--- src/rtl/fsync_pkg.sv ---
// Shared types for the frame synchronizer.
package fsync_pkg;
    // Top-level synchronizer states.
    typedef enum logic {
        ST_HUNT = 1'b0,
        ST_LOCK = 1'b1
    } fs_state_e;
endpackage

--- src/rtl/fs_bit_timer.sv ---
// Frame bit-position counter. It advances once per valid bit and wraps at
// FRAME_LEN. A load request puts it on the bit that follows the alignment
// word. Assumes 2 <= FAW_LEN < FRAME_LEN.
module fs_bit_timer #(
    parameter int FRAME_LEN = 1536,
    parameter int FAW_LEN   = 10,
    localparam int POS_W    = $clog2(FRAME_LEN)
) (
    input  logic             clk,
    input  logic             rst_n,
    input  logic             step,
    input  logic             load,
    output logic [POS_W-1:0] pos,
    output logic             word_end
);
    localparam logic [POS_W-1:0] LAST_POS = POS_W'(FRAME_LEN - 1);
    localparam logic [POS_W-1:0] LOAD_POS = POS_W'(FAW_LEN);
    localparam logic [POS_W-1:0] END_POS  = POS_W'(FAW_LEN - 1);

    // Advance or reload the position on each valid bit.
    always_ff @(posedge clk) begin
        if (!rst_n) begin
            pos <= '0;
        end else if (step) begin
            if (load)
                pos <= LOAD_POS;
            else if (pos == LAST_POS)
                pos <= '0;
            else
                pos <= pos + 1'b1;
        end
    end

    // The current bit is the last bit of the alignment word.
    assign word_end = (pos == END_POS);
endmodule

--- src/rtl/fs_word_det.sv ---
// Alignment word detector. It compares the last FAW_LEN bits, counting the
// current one, with the word. Bits arrive MSB first.
module fs_word_det #(
    parameter int                 FAW_LEN = 10,
    parameter logic [FAW_LEN-1:0] FAW     = 10'b1111010000
) (
    input  logic clk,
    input  logic rst_n,
    input  logic step,
    input  logic din,
    output logic hit
);
    logic [FAW_LEN-2:0] hist;
    logic [FAW_LEN-1:0] window;

    // Window of earlier bits with the current bit appended.
    assign window = {hist, din};
    assign hit    = (window == FAW);

    // Shift in each valid bit.
    always_ff @(posedge clk) begin
        if (!rst_n)
            hist <= '0;
        else if (step)
            hist <= window[FAW_LEN-2:0];
    end
endmodule

--- src/rtl/fs_sync_ctrl.sv ---
// Hunt and lock controller. During a hunt, one candidate offset is tracked
// with its own position counter and confirmed over LOCK_CNT frames. Once
// locked, errored words are counted and loss is declared after LOSS_CNT in a
// row. The change-of-alignment flag is set when a re-lock does not match the
// phase of the main counter. Assumes LOCK_CNT >= 2 and LOSS_CNT >= 1.
module fs_sync_ctrl
    import fsync_pkg::*;
#(
    parameter int FRAME_LEN = 1536,
    parameter int FAW_LEN   = 10,
    parameter int LOCK_CNT  = 3,
    parameter int LOSS_CNT  = 4
) (
    input  logic clk,
    input  logic rst_n,
    input  logic step,
    input  logic hit,
    input  logic main_end,
    input  logic cofa_clr,
    output logic oof,
    output logic realign,
    output logic cofa
);
    localparam int POS_W  = $clog2(FRAME_LEN);
    localparam int HIT_W  = $clog2(LOCK_CNT + 1);
    localparam int MISS_W = $clog2(LOSS_CNT + 1);
    localparam logic [POS_W-1:0]  LAST_POS  = POS_W'(FRAME_LEN - 1);
    localparam logic [POS_W-1:0]  LOAD_POS  = POS_W'(FAW_LEN);
    localparam logic [POS_W-1:0]  END_POS   = POS_W'(FAW_LEN - 1);
    localparam logic [HIT_W-1:0]  HIT_LAST  = HIT_W'(LOCK_CNT - 1);
    localparam logic [MISS_W-1:0] MISS_LAST = MISS_W'(LOSS_CNT - 1);

    fs_state_e          state;
    logic [HIT_W-1:0]   hits;
    logic [MISS_W-1:0]  misses;
    logic [POS_W-1:0]   cand_pos;
    logic               cand_act;
    logic               had_lock;
    logic               cand_end;
    logic               lock_now;
    logic               loss_now;

    // Decode of the candidate word position and of the lock and loss events.
    always_comb begin
        cand_end = cand_act && (cand_pos == END_POS);
        lock_now = step && (state == ST_HUNT) && cand_end && hit && (hits == HIT_LAST);
        loss_now = step && (state == ST_LOCK) && main_end && !hit && (misses == MISS_LAST);
    end

    assign oof     = (state == ST_HUNT);
    assign realign = lock_now;

    // Run the hunt and lock sequence once per valid bit.
    always_ff @(posedge clk) begin
        if (!rst_n) begin
            state    <= ST_HUNT;
            hits     <= '0;
            misses   <= '0;
            cand_pos <= '0;
            cand_act <= 1'b0;
            had_lock <= 1'b0;
        end else if (step) begin
            case (state)
                ST_HUNT: begin
                    if (!cand_act) begin
                        if (hit) begin
                            cand_act <= 1'b1;
                            hits     <= HIT_W'(1);
                            cand_pos <= LOAD_POS;
                        end
                    end else begin
                        cand_pos <= (cand_pos == LAST_POS) ? '0 : cand_pos + 1'b1;
                        if (cand_end) begin
                            if (lock_now) begin
                                state    <= ST_LOCK;
                                cand_act <= 1'b0;
                                misses   <= '0;
                                had_lock <= 1'b1;
                            end else if (hit) begin
                                hits <= hits + 1'b1;
                            end else begin
                                cand_act <= 1'b0;
                            end
                        end
                    end
                end
                ST_LOCK: begin
                    if (main_end) begin
                        if (hit)
                            misses <= '0;
                        else if (loss_now) begin
                            state  <= ST_HUNT;
                            misses <= '0;
                        end else
                            misses <= misses + 1'b1;
                    end
                end
                default: state <= ST_HUNT;
            endcase
        end
    end

    // Sticky change-of-alignment flag. A set wins over a clear.
    always_ff @(posedge clk) begin
        if (!rst_n)
            cofa <= 1'b0;
        else if (lock_now && had_lock && !main_end)
            cofa <= 1'b1;
        else if (cofa_clr)
            cofa <= 1'b0;
    end
endmodule

--- src/rtl/frame_sync_align.sv ---
// Frame synchronizer top. It ties the main bit-position counter, the word
// detector and the hunt and lock controller together, and decodes the
// strobes from the counter for the bit on the input in this cycle.
module frame_sync_align #(
    parameter int                 FRAME_LEN = 1536,
    parameter int                 FAW_LEN   = 10,
    parameter logic [FAW_LEN-1:0] FAW       = 10'b1111010000,
    parameter int                 LOCK_CNT  = 3,
    parameter int                 LOSS_CNT  = 4
) (
    input  logic clk,
    input  logic rst_n,
    input  logic bit_valid,
    input  logic bit_data,
    input  logic cofa_clr,
    output logic oof,
    output logic sof,
    output logic den,
    output logic cofa
);
    localparam int POS_W = $clog2(FRAME_LEN);
    localparam logic [POS_W-1:0] FIRST_DATA = POS_W'(FAW_LEN);

    logic [POS_W-1:0] main_pos;
    logic             main_end;
    logic             hit;
    logic             realign;

    fs_bit_timer #(.FRAME_LEN(FRAME_LEN), .FAW_LEN(FAW_LEN)) u_timer (
        .clk(clk), .rst_n(rst_n), .step(bit_valid), .load(realign),
        .pos(main_pos), .word_end(main_end)
    );

    fs_word_det #(.FAW_LEN(FAW_LEN), .FAW(FAW)) u_det (
        .clk(clk), .rst_n(rst_n), .step(bit_valid), .din(bit_data), .hit(hit)
    );

    fs_sync_ctrl #(
        .FRAME_LEN(FRAME_LEN), .FAW_LEN(FAW_LEN),
        .LOCK_CNT(LOCK_CNT), .LOSS_CNT(LOSS_CNT)
    ) u_ctrl (
        .clk(clk), .rst_n(rst_n), .step(bit_valid), .hit(hit),
        .main_end(main_end), .cofa_clr(cofa_clr),
        .oof(oof), .realign(realign), .cofa(cofa)
    );

    // Strobes for the current valid bit.
    always_comb begin
        sof = bit_valid && (main_pos == '0);
        den = bit_valid && (main_pos >= FIRST_DATA);
    end
endmodule

--- config.mk ---
export PLATFORM = sky130hd
export DESIGN_NAME = frame_sync_align
export DESIGN_NICKNAME = d
export VERILOG_FILES = /design/src/rtl/fsync_pkg.sv /design/src/rtl/fs_bit_timer.sv /design/src/rtl/fs_word_det.sv /design/src/rtl/fs_sync_ctrl.sv /design/src/rtl/frame_sync_align.sv
export SDC_FILE = /design/constraint.sdc
export NUM_CORES = 1
export LEC_CHECK = 0
export ABC_CLOCK_PERIOD_IN_PS = 2330
export BUFFER_PORTS_ARGS = -buffer_cell sky130_fd_sc_hd__buf_4
export CORE_MARGIN = 2
export CORE_UTILIZATION = 51
export CTS_CLUSTER_DIAMETER = 200
export DETAILED_ROUTE_END_ITERATION = 10
export GPL_TIMING_DRIVEN = 0
export PLACE_DENSITY = 0.68
export SYNTH_ARGS = -nofsm -noshare
export SYNTH_HDL_FRONTEND = slang
export SYNTH_HIERARCHICAL = 1
export SYNTH_SLANG_ARGS = --single-unit
--- constraint.sdc ---
create_clock -name clk -period 2.33 [get_ports clk]
set_input_delay 0.3495 -clock clk [delete_from_list [all_inputs] [get_ports clk]]
set_output_delay 0.3495 -clock clk [all_outputs]
set_load 0.01 [all_outputs]
==> results.cfg, run 1 <==
[placed_design]
io_buffers = 8
place_area_mm2 = 0.00231
globalplace.congestion = 0.859
dp_cells = 303
dpl.hpwl_um = 3060

[clock_network]
clockRootBuffer = clkbuf_8
cts-hold-fix-buffers = 0
numCtsBuffers = 5
cts.sinks = 40
clockBufferDepth = 2
cts.clk_slew.worst_paths_ns = 0.08
clk_latency_ns = 0.29
htreeDepth = 2
cts_tree = yes

[worst_setup_path]
reg2reg_to = u_timer/pos[9]
slowest_stage = nor4_4
timing.rr.start = u_det/hist[4]
worstSetupStartpoint = u_det/hist[4]
crit_type = reg2reg
path_buf_inv = 1
endpoint_kind = register
critPathMaxFanout = 10
r2r_setup_slack_ns = 0.20
slowest_delay_ns = 0.34
arrival_ns = 2.32
cp_data_required_time_ns = 2.52
start_kind = register
cp_cell_sequence = nand4bb_1 > nor4_4 > and3b_1 > nand4_1 > inv_2 > nor3_1 > and4b_1 > o21a_1
cp_top_family = simple AND/OR/NAND/NOR gates
reg2regPathDepth = 8

[synthesis]
synth_common_cells = dfxtp_1, nand2_1, nor2b_1
synth_ff_type = dfxtp_1
yosysSeqAreaShare_pct = 36.7
synth_top_area_share_pct = 36.7
ys_ff_latch = 40
synth_top_family_by_area = simple AND/OR/NAND/NOR gates
netlist_area_mm2 = 0.00218
synth_compound_area_share_pct = 13.2
synthMuxAreaShare_pct = 5.50
synth_edf_count = 0
yosys.area_share.simple_pct = 33.6
synthCells = 245
async_reset_ff_share_pct = 0
synthAdderAreaFrac_pct = 3.44
synth.yosys.warnings = 6
yosys-top-cells-area = dfxtp_1, mux2i_1, nor2b_1
syn_nets = 256
synth.most_common_cell = dfxtp_1
synthXorXnorAreaFrac_pct = 3.61
syn_area_per_cell_um2 = 8.91
yosysUniqueCellTypes = 51
yosysTopAreaCell = dfxtp_1

[sta]
worst_slew_pin_slew_ns = 0.530
min_period_ns = 2.13
fin_crit_sh_pct = 91.5
fin_hold_ws_ns = 0.357
maxSlewViolCount = 0
setup_viol = 0
fin_skew_ns = 0.00416
slew_headroom_pct = 64.3
hold_viol = 0
rsz0062_at_grt = false
fmax_ghz = 0.469

[cells_and_area]
drive_gt1_share_pct = 13.0
num_antenna_cells = 0
stdcell_area_mm2 = 0.00243
fin_nets = 271
finalNonFillerCells = 311
syn_to_final_growth_pct = 11.1
fin_util_pct = 59.8

[global_route]
track_usage_pct = 19.3
grt_overflow_total = 0
antenna_found_initial = 0
grt_pass1_vias = 1604
grt_max_degree = 17
grt_pass1_wl_um = 7540

[drt]
drt_iter0_drc = 208
firstDrtPassIters = 4
viasPerCell = 5.84
wl_um = 4410
ant_nets = 0
vias = 1816
drc = 0
wl_per_cell_um = 14.2

[floorplanning]
chipHeight_um = 69.4
num_rows = 23
core_mm2 = 0.00406
initial_core_util_pct = 53.8
dieArea_mm2 = 0.00482
die_w_um = 69.4
io_pins = 9

[hold_path]
hold_path_end = u_det/hist[0]
hold_path_depth = 3
worstHoldPathType = in2reg
hp-start = bit_data

[run_status]
outcome = finished clean

[run]
drv_cap = 0

[power]
cellPowerDensity_mw_per_mm2 = 543
leakage_nw = 0.924
ir_worst_vdd_mv = 0.228
metal layers:
metal	wire length (um)	share of wire, %	track usage (%)
met5	0	0	0
met4	51	1.2	5.66
met3	153	3.5	4.80
met2	1970	45	27.7
met1	2240	51	28.4
layout make-up:
cell class                 count  area (um2)
clock buffer                   6        72.6
fill                         363        1630
multi-input combinational    186        1300
sequential                    40         801
inverter                       9        33.8
clock inverter                 2        35.0
tap                           50        62.6
timing repair buffer           9        67.6
buffer                         9        50.0
metrics by stage:
| stage | setup TNS [ns] | setup WS [ns] | total power, mW |
|---|---|---|---|
| after CTS | 0 | 0.103 | 1.34 |
| after global routing | 0 | 0.0142 | 1.37 |
| after detailed placement | -1.89 | -0.295 | 0.778 |
| after global placement | -2.07 | -0.316 | 0.777 |
| after floorplan | 0 | 0.178 | 0.753 |
| final | 0 | 0.198 | 1.32 |
power breakdown:
group	switching, mW	leakage, nW	internal [mW]
combinational	0.0370	0.546	0.0293
sequential	0.00807	0.323	0.688
clock	0.237	0.0552	0.318
total	0.282	0.924	1.04
kinds of logic after synthesis:
family / after synthesis
DFF: 40
and+or+nand+nor: 118
xor gates and xnor gates: 9
buffers and inverters: 19
muxes: 12
AOI/OAI and AO/OA: 41
adders and majority gates: 6
worst max path at each step:
stage,endpoint,slack (ns),cells after the start
2_1_floorplan,u_timer/pos[9],0.18,9
3_3_place_gp,u_timer/pos[9],-0.32,9
3_5_place_dp,u_timer/pos[9],-0.30,9
4_1_cts,u_timer/pos[9],0.10,8
5_1_grt,u_timer/pos[6],0.01,9
6_report,u_timer/pos[9],0.20,8
timing repair:
action                     4_1_cts  5_1_grt
pin swaps                        1        0
gates resized for setup          1        1
setup endpoints to repair       11        3
buffers inserted                 1        0
registers in the layout, summed over array words and instances (netlist names):
register / count
u_ctrl/hits: 2
u_ctrl/misses: 3
u_ctrl/state: 1
u_det/hist: 9
u_ctrl/cand_pos: 11
u_timer/pos: 11
u_ctrl/had_lock: 1
u_ctrl/cand_act: 1
u_ctrl/cofa: 1
cell usage in the layout, fill, tap and decap left out, types with 2 or more instances in the layout:
| cell type | count |
|---|---|
| nand3b_1 | 3 |
| and4_1 | 2 |
| nor2_1 | 11 |
| xor2_1 | 5 |
| clkbuf_8 | 5 |
| nand2b_1 | 2 |
| nand3_1 | 12 |
| a21boi_0 | 4 |
| nor3_1 | 6 |
| and3_1 | 6 |
| dfxtp_1 | 40 |
| nor4_1 | 4 |
| o211ai_1 | 4 |
| nand4_1 | 11 |
| nor4b_2 | 2 |
| nand4b_1 | 3 |
| nor4b_1 | 2 |
| or3_1 | 4 |
| a31oi_1 | 2 |
| a21oi_1 | 6 |
| mux2i_1 | 12 |
| nand2_1 | 21 |
| clkbuf_1 | 4 |
| buf_4 | 10 |
| xnor2_1 | 4 |
| or2_1 | 2 |
| nor2b_1 | 13 |
| o211a_1 | 2 |
| inv_1 | 8 |
| buf_2 | 4 |
| o21ai_0 | 7 |
| o21a_1 | 7 |
| ha_1 | 6 |
| and4b_1 | 5 |
worst min-delay path, delay by kind of cell:
family | cells | cell delay, ns
multiplexers | 1 | 0.06
buffers and inverters | 1 | 0.10
AND/OR/NAND/NOR | 1 | 0.10
(Power assumes the default switching activity.)
==> run 2, diff against run 1 <==
Settings changed: SETUP_SLACK_MARGIN set to 0.2.
==> results.cfg, run 2 (synthesis gave the netlist of run 1 again) <==
[clock_network]
cts_tree = yes
clockBufferDepth = 2
htreeDepth = 2
cts.sinks = 40
cts.clk_slew.worst_paths_ns = 0.08
clockRootBuffer = clkbuf_8
numCtsBuffers = 5
cts-hold-fix-buffers = 0
clk_latency_ns = 0.29

[floorplanning]
chipHeight_um = 69.4
io_pins = 9
die_w_um = 69.4
initial_core_util_pct = 53.8
core_mm2 = 0.00406
num_rows = 23
dieArea_mm2 = 0.00482

[cells_and_area]
layout_common_cells = dfxtp_1, nand2_1, buf_4, nor2b_1
stdcell_area_mm2 = 0.00254
fin_nets = 279
fillers = 358
drive_gt1_share_pct = 17.1
syn_to_final_growth_pct = 16.2
multiInputGateArea_mm2 = 0.00133
fin_util_pct = 62.5
finalNonFillerCells = 319
seqCellArea_um2 = 801
num_antenna_cells = 0
top_regs = u_ctrl/cand_pos x11, u_timer/pos x11, u_det/hist x9
final_common_cell = dfxtp_1

[worst_setup_path]
endpoint_kind = register
arrival_ns = 2.19
cp_data_required_time_ns = 2.52
reg2regPathDepth = 7
crit_type = reg2reg
critPathMaxFanout = 8
start_kind = register

[run_status]
outcome = finished clean

[drt]
wl_um = 4620
viasPerCell = 5.84
ant_nets = 0
drt_iter0_drc = 99
firstDrtPassIters = 4
vias = 1863
drc = 0
wl_per_cell_um = 14.5

[sta]
fin_hold_ws_ns = 0.360
slew_headroom_pct = 56.6
min_period_ns = 2.00
fmax_ghz = 0.501
fin_crit_sh_pct = 85.7
worst_slew_pin_slew_ns = 0.644
rsz0062_at_grt = false
hold_viol = 0
setup_viol = 0
maxSlewViolCount = 0
fin_skew_ns = 0.00738
setup_tns_ns = 0

[placed_design]
dp_cells = 303
place_area_mm2 = 0.00231
dpl.hpwl_um = 3140
io_buffers = 8
globalplace.congestion = 0.804

[global_route]
grt_max_degree = 17
antenna_found_initial = 0
grt_pass1_wl_um = 8060
track_usage_pct = 20.5
grt_pass1_vias = 1728
grt_overflow_total = 0

[power]
cellPowerDensity_mw_per_mm2 = 547
leakage_nw = 0.977
ir_worst_vdd_mv = 0.372

[run]
drv_cap = 0

[hold_path]
hold_path_depth = 3
worstHoldPathType = in2reg
[run 2: layout make-up]
class,instances,area share [%]
inverters,9,1.33
plain buffers,10,2.52
well taps,50,2.47
flip-flops and latches,40,31.6
multi-input cells,186,52.4
clock buffers,7,3.80
repair buffers,16,4.74
clock inverters,1,1.18
[run 2: through the flow]
stage | setup slack (ns) | power, mW
after global placement | -0.117 | 0.778
after detailed placement | -0.136 | 0.779
after CTS | 0.204 | 1.41
after global routing | 0.202 | 1.44
final | 0.334 | 1.39
after floorplan | 0.231 | 0.753
[run 2: timing repair]
item,in CTS,in global routing
buffers inserted,7,1
pin swaps,2,2
resized for setup,3,6
hold endpoints to repair,0,0
setup endpoints to repair,11,11
[run 2: path summary, 6_finish.rpt]
| path | to | start | slack (ns) |
|---|---|---|---|
| hold / removal | u_det/hist[0] | bit_data | 0.36 |
| hold reg to reg | u_ctrl/misses[2] | u_ctrl/misses[2] | 0.44 |
| setup / recovery | u_timer/pos[9] | u_ctrl/cand_pos[7] | 0.33 |
| setup reg to reg | u_timer/pos[9] | u_ctrl/cand_pos[7] | 0.33 |
[run 2: report_power, final]
| group | switching, mW | leakage, nW | internal, mW |
|---|---|---|---|
| Clock | 0.244 | 0.0645 | 0.378 |
| Combinational | 0.0387 | 0.590 | 0.0300 |
| Sequential | 0.00824 | 0.323 | 0.688 |
[run 2: worst max-delay path: stages, from the launching register on]
cell	delay, ns
dfxtp_1	0.35
nor4_1	0.60
nand4_1	0.28
inv_2	0.13
buf_6	0.13
nor3_1	0.05
and4b_1	0.19
o21a_1	0.16
[run 2: per-layer routing]
| layer | part of all wire, % | global-route usage (%) | wire, um | vias up |
|---|---|---|---|---|
| met3 | 2.7 | 5.23 | 126 | 4 |
| met1 | 49 | 27.5 | 2240 | 879 |
| met5 | 0 | 0 | 0 | - |
| met4 | 1.3 | 8.28 | 59 | 0 |
| met2 | 47 | 31.6 | 2190 | 26 |
| li1 | - | - | - | 954 |
==> run 3, diff against run 2 <==
Settings changed: CORE_UTILIZATION 51 to 45, PLACE_DENSITY 0.68 to unset.
==> results.cfg, run 3 (synthesis gave the netlist of run 1 again) <==
[clock_network]
clockRootBuffer = clkbuf_8
cts.sinks = 40
clockBufferDepth = 2
clk_latency_ns = 0.29
cts.clk_slew.worst_paths_ns = 0.08
htreeDepth = 2
numCtsBuffers = 5
cts_tree = yes
cts-hold-fix-buffers = 0

[power]
leakage_nw = 0.946
p_total_mw = 1.33
p_sw_mw = 0.295
ir_worst_vdd_mv = 0.350
cell_internal_pwr_mw = 1.03
combPwrFrac_pct = 5.0
seqPwrFrac_pct = 52.4
p_clk_share_pct = 42.6
cellPowerDensity_mw_per_mm2 = 532
swShare_pct = 22.2

[placed_design]
dp_cells = 307
place_area_mm2 = 0.00232
globalplace.congestion = 0.826
dpl.hpwl_um = 3220
io_buffers = 8
preCtsSetupSlack_ns = -0.200

[cells_and_area]
top_regs = u_ctrl/cand_pos x11, u_timer/pos x11, u_det/hist x9
num_antenna_cells = 0
final_common_cell = dfxtp_1
fin_nets = 275
finalNonFillerCells = 319
stdcell_area_mm2 = 0.00250
layout_common_cells = dfxtp_1, nand2_1, buf_4, nor2b_1
syn_to_final_growth_pct = 14.5
drive_gt1_share_pct = 15.8

[run]
drv_cap = 0

[sta]
min_period_ns = 2.04
hold_viol = 0
fin_ws_ns = 0.294
fin_skew_ns = 0.00554
maxSlewViolCount = 0
fin_crit_sh_pct = 87.4
rsz0062_at_grt = false
setup_viol = 0
fmax_ghz = 0.491
worst_slew_pin_slew_ns = 0.674
slew_headroom_pct = 54.7
setup_tns_ns = 0

[floorplanning]
chipHeight_um = 73.7
die_w_um = 73.7
num_rows = 25
core_mm2 = 0.00469
io_pins = 9
initial_core_util_pct = 46.5
dieArea_mm2 = 0.00543

[drt]
wl_um = 4670
wl_per_cell_um = 14.6
firstDrtPassIters = 4
ant_nets = 0
viasPerCell = 5.71
drt_iter0_drc = 133
drc = 0
vias = 1822

[global_route]
grt_pass1_wl_um = 8000
antenna_found_initial = 0
track_usage_pct = 18.7
grt_overflow_total = 0
grt_max_degree = 17
grt_pass1_vias = 1702

[worst_setup_path]
cp_data_required_time_ns = 2.52
arrival_ns = 2.22
endpoint_kind = register
start_kind = register
crit_type = reg2reg
critPathMaxFanout = 8

[hold_path]
worstHoldPathType = in2reg

[run_status]
outcome = finished clean
-- run 3: timing repair --
action	4_1_cts	5_1_grt
setup endpoints to repair	11	7
resized for setup	5	4
setup buffers	3	1
pin swaps	2	3
-- run 3: power by group through the flow --
stage               logic [mW]  registers (mW)  clock network [mW]
floorplan               0.0432           0.710                   0
global placement        0.0670           0.712                   0
detailed placement      0.0671           0.713                   0
CTS                     0.0676           0.697               0.595
global route            0.0743           0.698               0.614
finish                  0.0668           0.697               0.566
-- run 3: layout make-up --
cell class | count | area (um2)
plain buffers | 10 | 65.1
flip-flops and latches | 40 | 802
clock buffers | 5 | 68.8
repair buffers | 12 | 90.1
clock inverters | 3 | 42.5
well taps | 54 | 67.6
fillers | 458 | 2190
inverters | 9 | 33.8
multi-input cells | 186 | 1330
-- run 3: per-stage QoR --
stage	hold slack, ns	util [%]
after global routing	0.343	53.3
final	0.356	53.3
after CTS	0.337	52.9
after floorplan	0.408	-
after global placement	0.416	49.4
after detailed placement	0.423	49.4
-- run 3: critical path: stages, from the launching register on --
cell and delay [ns]:
dfxtp_1 0.34, nor4_1 0.62, nand4_1 0.29, inv_2 0.14, buf_8 0.13, nor3_1 0.05
and4b_1 0.20, o21a_1 0.16
-- run 3: layer usage --
metal / up-vias / GRT usage [%] / part of all wire [%]
met5: - / 0 / 0
met4: 0 / 6.67 / 1.4
met3: 6 / 4.25 / 2.7
met2: 26 / 29.6 / 45
met1: 846 / 24.8 / 51
li1: 944 / - / -
-- run 3: worst paths after layout --
check	slack, ns	endpoint	cells after the start	from
min reg2reg	0.43	u_ctrl/misses[2]	2	u_ctrl/misses[2]
max reg2reg	0.29	u_timer/pos[9]	7	u_ctrl/cand_pos[7]
min	0.36	u_det/hist[0]	3	bit_data
max	0.29	u_timer/pos[9]	7	u_ctrl/cand_pos[7]
